## src/rtl/i2s_clk_pkg.sv

```systemverilog
package i2s_clk_pkg;

  localparam int unsigned CTRL_W  = 32;
  localparam int unsigned EN_POS  = 31;
  localparam int unsigned OVR_POS = 29;
  localparam int unsigned POL_POS = 19;
  localparam int unsigned LR_POS  = 17;
  localparam int unsigned SC_POS  = 16;

  // divide ratios: master -> SCLK, SCLK -> LRCLK
  localparam int unsigned SC_DIV_LO = 2;
  localparam int unsigned SC_DIV_HI = 4;
  localparam int unsigned LR_DIV_0  = 32;
  localparam int unsigned LR_DIV_1  = 64;
  localparam int unsigned LR_DIV_2  = 128;

  localparam int unsigned PRE_W = (SC_DIV_HI / 2 > 1) ? $clog2(SC_DIV_HI / 2) : 1;
  localparam int unsigned LR_W  = $clog2(LR_DIV_2 / 2);

  typedef struct packed {
    logic       sc_sel;
    logic [1:0] lr_sel;
    logic       pol;
  } rate_t;

  typedef struct packed {
    logic  en;
    logic  ovr;
    rate_t rate;
  } ctrl_t;

  // master cycles per SCLK half period, minus one
  function automatic logic [PRE_W-1:0] pre_limit(input logic sc_sel);
    return sc_sel ? PRE_W'(SC_DIV_HI / 2 - 1) : PRE_W'(SC_DIV_LO / 2 - 1);
  endfunction

  // SCLK periods per LRCLK half frame, minus one; code 3 aliases the longest
  function automatic logic [LR_W-1:0] lr_limit(input logic [1:0] sel);
    case (sel)
      2'd0:    return LR_W'(LR_DIV_0 / 2 - 1);
      2'd1:    return LR_W'(LR_DIV_1 / 2 - 1);
      default: return LR_W'(LR_DIV_2 / 2 - 1);
    endcase
  endfunction

endpackage

```

## src/rtl/i2s_clk_ctrl.sv

```systemverilog
module i2s_clk_ctrl
  import i2s_clk_pkg::*;
(
  input  logic              clk_i,
  input  logic              rst_ni,
  input  logic              wr_en_i,
  input  logic [CTRL_W-1:0] wr_data_i,
  input  logic              boundary_i,
  output ctrl_t             ctrl_o,
  output rate_t             act_o,
  output logic              run_o
);

  ctrl_t ctrl_q;
  rate_t act_q;
  logic  run_q;
  logic  unused_w;

  assign unused_w = ^{wr_data_i[30], wr_data_i[28:20], wr_data_i[15:0]};

  always_ff @(posedge clk_i or negedge rst_ni) begin
    if (!rst_ni) begin
      ctrl_q <= '0;
      act_q  <= '0;
      run_q  <= 1'b0;
    end else begin
      if (wr_en_i) begin
        ctrl_q.en          <= wr_data_i[EN_POS];
        ctrl_q.ovr         <= wr_data_i[OVR_POS];
        ctrl_q.rate.pol    <= wr_data_i[POL_POS];
        ctrl_q.rate.lr_sel <= wr_data_i[LR_POS+1:LR_POS];
        ctrl_q.rate.sc_sel <= wr_data_i[SC_POS];
      end
      run_q <= ctrl_q.en;
      // idle: track register; running: reload only on a frame boundary
      if (!run_o || boundary_i) act_q <= ctrl_q.rate;
    end
  end

  assign run_o  = run_q & ctrl_q.en;
  assign ctrl_o = ctrl_q;
  assign act_o  = act_q;

  p_defer_to_frame_r9: assert property (@(posedge clk_i) disable iff (!rst_ni)
    (run_o && !boundary_i) |=> $stable(act_q));

endmodule

```

## src/rtl/i2s_sclk_gen.sv

```systemverilog
module i2s_sclk_gen
  import i2s_clk_pkg::*;
(
  input  logic clk_i,
  input  logic rst_ni,
  input  logic run_i,
  input  logic sc_sel_i,
  output logic sclk_o,
  output logic rise_o,
  output logic fall_o
);

  logic [PRE_W-1:0] pre_q;
  logic [PRE_W-1:0] lim;
  logic             sclk_q;
  logic             tog;

  always_comb begin
    lim = pre_limit(sc_sel_i);
    tog = run_i && (pre_q >= lim);
  end

  always_ff @(posedge clk_i or negedge rst_ni) begin
    if (!rst_ni) begin
      pre_q  <= '0;
      sclk_q <= 1'b0;
    end else if (!run_i) begin
      pre_q  <= '0;
      sclk_q <= 1'b0;
    end else if (tog) begin
      pre_q  <= '0;
      sclk_q <= ~sclk_q;
    end else begin
      pre_q  <= pre_q + 1'b1;
    end
  end

  assign rise_o = tog & ~sclk_q;
  assign fall_o = tog &  sclk_q;
  assign sclk_o = sclk_q;

  p_pre_in_range_r4: assert property (@(posedge clk_i) disable iff (!rst_ni)
    run_i |-> (pre_q <= lim));

endmodule

```

## src/rtl/i2s_lrclk_gen.sv

```systemverilog
module i2s_lrclk_gen
  import i2s_clk_pkg::*;
(
  input  logic       clk_i,
  input  logic       rst_ni,
  input  logic       run_i,
  input  logic       pol_i,
  input  logic [1:0] lr_sel_i,
  input  logic       rise_i,
  input  logic       fall_i,
  output logic       lrclk_o,
  output logic       boundary_o
);

  logic [LR_W-1:0] cnt_q;
  logic [LR_W-1:0] lim;
  logic            lr_q;
  logic            step;
  logic            wrap;

  always_comb begin
    step = pol_i ? fall_i : rise_i;
    lim  = lr_limit(lr_sel_i);
    wrap = run_i && step && (cnt_q >= lim);
  end

  always_ff @(posedge clk_i or negedge rst_ni) begin
    if (!rst_ni) begin
      cnt_q <= '0;
      lr_q  <= 1'b0;
    end else if (!run_i) begin
      cnt_q <= '0;
      lr_q  <= 1'b0;
    end else if (step) begin
      if (cnt_q >= lim) begin
        cnt_q <= '0;
        lr_q  <= ~lr_q;
      end else begin
        cnt_q <= cnt_q + 1'b1;
      end
    end
  end

  // high-to-low toggle closes a frame
  assign boundary_o = wrap & lr_q;
  assign lrclk_o    = lr_q;

  p_half_frame_bound_r5: assert property (@(posedge clk_i) disable iff (!rst_ni)
    run_i |-> (cnt_q <= lim));

endmodule

```

## src/rtl/i2s_clk_gen.sv

```systemverilog
module i2s_clk_gen
  import i2s_clk_pkg::*;
(
  input  logic              clk_i,
  input  logic              rst_ni,
  input  logic              wr_en_i,
  input  logic [CTRL_W-1:0] wr_data_i,
  output logic              sclk_o,
  output logic              lrclk_o,
  output logic              override_o
);

  ctrl_t ctrl;
  rate_t act;
  logic  run;
  logic  rise;
  logic  fall;
  logic  boundary;

  i2s_clk_ctrl u_ctrl (
    .clk_i      (clk_i),
    .rst_ni     (rst_ni),
    .wr_en_i    (wr_en_i),
    .wr_data_i  (wr_data_i),
    .boundary_i (boundary),
    .ctrl_o     (ctrl),
    .act_o      (act),
    .run_o      (run)
  );

  i2s_sclk_gen u_sclk (
    .clk_i    (clk_i),
    .rst_ni   (rst_ni),
    .run_i    (run),
    .sc_sel_i (act.sc_sel),
    .sclk_o   (sclk_o),
    .rise_o   (rise),
    .fall_o   (fall)
  );

  i2s_lrclk_gen u_lrclk (
    .clk_i      (clk_i),
    .rst_ni     (rst_ni),
    .run_i      (run),
    .pol_i      (act.pol),
    .lr_sel_i   (act.lr_sel),
    .rise_i     (rise),
    .fall_i     (fall),
    .lrclk_o    (lrclk_o),
    .boundary_o (boundary)
  );

  assign override_o = ctrl.ovr;

  p_override_follows_r2: assert property (@(posedge clk_i) disable iff (!rst_ni)
    wr_en_i |=> (override_o == $past(wr_data_i[OVR_POS])));

  p_idle_low_r3: assert property (@(posedge clk_i) disable iff (!rst_ni)
    !ctrl.en |=> (!sclk_o && !lrclk_o));

  p_lr_on_rise_r6: assert property (@(posedge clk_i) disable iff (!rst_ni)
    (run && !act.pol) |=> ($stable(lrclk_o) || $rose(sclk_o)));

  p_lr_on_fall_r7: assert property (@(posedge clk_i) disable iff (!rst_ni)
    (run && act.pol) |=> ($stable(lrclk_o) || $fell(sclk_o)));

endmodule

```

## config.mk

```make
export PLATFORM = sky130hd
export DESIGN_NAME = i2s_clk_gen
export DESIGN_NICKNAME = d
export VERILOG_FILES = /design/src/rtl/i2s_clk_pkg.sv /design/src/rtl/i2s_clk_ctrl.sv /design/src/rtl/i2s_sclk_gen.sv /design/src/rtl/i2s_lrclk_gen.sv /design/src/rtl/i2s_clk_gen.sv
export SDC_FILE = /design/constraint.sdc
export NUM_CORES = 1
export LEC_CHECK = 0
export ABC_AREA = 1
export BUFFER_PORTS_ARGS = -buffer_cell sky130_fd_sc_hd__buf_4
export CORE_MARGIN = 2
export CORE_UTILIZATION = 42
export CTS_CLUSTER_SIZE = 40
export DETAILED_ROUTE_END_ITERATION = 12
export PLACE_DENSITY_LB_ADDON = 0.3
export SETUP_SLACK_MARGIN = 0.5
export SYNTH_ARGS = -nofsm -noshare
export SYNTH_HDL_FRONTEND = slang
export SYNTH_SLANG_ARGS = --single-unit
```

## constraint.sdc

```tcl
create_clock -name clk_i -period 1.6 [get_ports clk_i]
set_clock_uncertainty 0.15 [all_clocks]
set_input_delay 0.32 -clock clk_i [delete_from_list [all_inputs] [get_ports clk_i]]
set_output_delay 0.32 -clock clk_i [all_outputs]
set_load 0.02 [all_outputs]
```

==> out/metrics.yaml <==
status:
  outcome: "finished, violations left"
  violations: "setup timing"
synthesis:
  synth-async-reset-ratio: 1.000
  synth.most_common_cell: "nand2_1"
  yosysTopAreaCellShare: 0.5044
  ys_ff_latch: 20
  synth-main-ff-cell: "dfrtp_1"
  synth_edf_count: 0
  yosysSeqAreaShare: 0.5044
  synth.largest_area_cell: "dfrtp_1"
  ys_top_cells_by_area: "dfrtp_1, nand2_1, mux2_2, nand3_1, ha_1"
  yosysWarnings: 0
  syn_inst: 108
  synthTopCellsByCount: "nand2_1, dfrtp_1, nand3_1"
  syn-num-nets: 146
  synthDistinctLibCells: 22
  synth.avg_cell_area_um2: 9.187
  netlist_area_um2: 992.2
setup_path:
  worstReg2RegEnd: "u_lrclk.cnt_q[2]"
  start_kind: "register"
  critPathCaptureType: "register"
  worstPathArrival_ps: 1660
  crit_type: "register to register"
  r2r_slack_ps: -20
  worstPathRequired_ps: 1640
  critPathMaxFanout: 3
  r2r_cells: 8
  rr_startpoint: "u_ctrl.act_o[2]"
drt:
  dr.pass1.iters: 4
  antenna_left: 0
  detail_route.vias_per_cell: 4.987
  wl_per_cell_um: 11.64
  wirelength_um: 1816
  drc: 0
  drt_iter0_markers: 6
  vias: 778
finish:
  synthToLayoutAreaGrowth_pct: 27.49
  antennaDiodeCount: 0
  drive_gt1_frac: 0.4141
  fillers: 213
  final_cells: 156
  multi_input_area_um2: 514.2
  regArea_um2: 500.5
  fin_nets: 167
die:
  fp.dieW_um: 52.61
  num_io_pins: 38
  start_util: 0.4443
  dieArea_mm2: 0.002767
  rows: 17
  die_y_um: 52.61
  core_mm2: 0.002233
run:
  maxCapViolCount: 0
sta:
  timing.final.crit_period_ps: 1617
  setup_viol: 3
  hold_viol: 0
  setup_slack_ps: -16.57
  rsz0062_at_grt: "yes"
  post-route-period-util: 1.010
  tightest_slew_ps: 303.7
  slew-limit-headroom: 0.7970
  holdWs_ps: 92.72
  finalMaxSlewViolations: 0
  fmax_ghz: 0.6186
cts:
  clk_latency_ps: 300
  root_buffer: "clkbuf_4"
  cts_max_level: 1
  cts_sinks: 20
  cts_buffers: 3
  clk_pin_slew_ps: 110
  cts_tree: "built"
  cts_buffer_depth: 2
pwr:
  p_total_mw: 1.217
  leakage_nw: 0.6157
  cellPowerDensity_mw_per_mm2: 962.4
  ir_drop_mv: 0.7707
place:
  hpwl_um: 1309
  dpl.cell_count: 146
  routabilityCongestion: 0.7824
  port_buffers: 11
global_route:
  grt_pass1_wl_um: 3194
  grt_pass1_vias: 748
  grt_start_max_net_pins: 21
  overflow: 0
  antenna_found_initial: 0
  track_usage: 0.1620
min_path:
  hp-class: "primary input to register"
  holdPathStages: 2
  hold_path_startpoint: "wr_data_i[31]"
  holdPathEnd: "u_ctrl.ctrl_o[5]"
-- cells in the final DEF, fill, tap and decap left out, drive strengths merged, types with 2 or more instances in the layout --
cell type  instances
nor2               9
ha                 3
mux2               6
nand3             11
inv               10
dfrtp             20
nand2             36
o21ai              2
clkbuf             4
a21oi              4
buf               16
-- per-layer routing --
layer	routed length (um)	part of all wire	up-vias	track usage
met5	0	0	-	0
met1	819	0.45	374	0.1982
met4	16	0.0088	0	0.07692
met2	924	0.51	13	0.2688
met3	55	0.030	2	0.03429
li1	-	-	389	-
-- registers in the layout (all words and copies together) (netlist names) --
register and cells:
u_ctrl.act_o 4, u_ctrl.ctrl_o 6, u_ctrl.run_q 1, u_lrclk.cnt_q 6, u_lrclk.lrclk_o 1, u_sclk.pre_q 1
u_sclk.sclk_o 1
-- area by class of cell --
class,count,area share
multi-input cells,77,0.4065
flip-flops and latches,20,0.3956
inverters,10,0.02967
repair buffers,17,0.1118
well taps,28,0.02770
clock buffers,4,0.02868
-- what timing repair did --
item,CTS,global route
setup endpoints to repair,15,15
resized for setup,6,12
pin swaps,6,9
buffers inserted,4,1
hold buffers,1,0
hold endpoints to repair,20,0
-- metrics by stage --
stage,TNS [ps],utilization,area [um^2],setup WS [ps]
floorplan,0,-,1002,140.9
global placement,0,0.4992,1115,29.65
detailed placement,-11.39,0.4992,1115,-9.901
CTS,0,0.5496,1227,1.303
global route,-1084,0.5664,1265,-135.6
finish,-23.50,0.5664,1265,-16.57
-- worst max-delay path, cell delays in order, from the launching register on --
cell and delay, ps:
dfrtp_1 380, inv_1 80, ha_4 290, nand2_2 60
buf_4 130, buf_4 120, o21a_1 170, nand4_1 80
nand2_1 60
-- power by group --
part / internal [mW] / switching [mW] / leakage (nW)
Sequential: 0.558 / 0.0409 / 0.254
Combinational: 0.147 / 0.183 / 0.340
Clock: 0.139 / 0.150 / 0.0210
Total: 0.843 / 0.374 / 0.616
-- how the worst max path moves through the flow --
stage / startpoint / to / cells past startpoint
after floorplan: u_lrclk.cnt_q[5] / u_lrclk.cnt_q[0] / 6
after global placement: u_lrclk.cnt_q[5] / u_lrclk.cnt_q[0] / 6
after detailed placement: u_lrclk.cnt_q[5] / u_lrclk.cnt_q[0] / 6
after CTS: u_ctrl.act_o[2] / u_lrclk.cnt_q[3] / 9
after global routing: u_ctrl.act_o[2] / u_lrclk.cnt_q[5] / 9
final: u_ctrl.act_o[2] / u_lrclk.cnt_q[2] / 8
-- logic make-up (layout without fill, tap and decap cells) --
kind of cell,count (synthesis),in the layout,share of synthesized area
compound gates,8,8,0.06053
xor+xnor,1,1,0.008829
fa+ha+maj,3,3,0.03784
buf+inv,11,31,0.04160
flops,20,20,0.5044
mux,6,6,0.06809
simple gates,59,59,0.2787
Note: power is estimated with default switching activity, not from simulation.
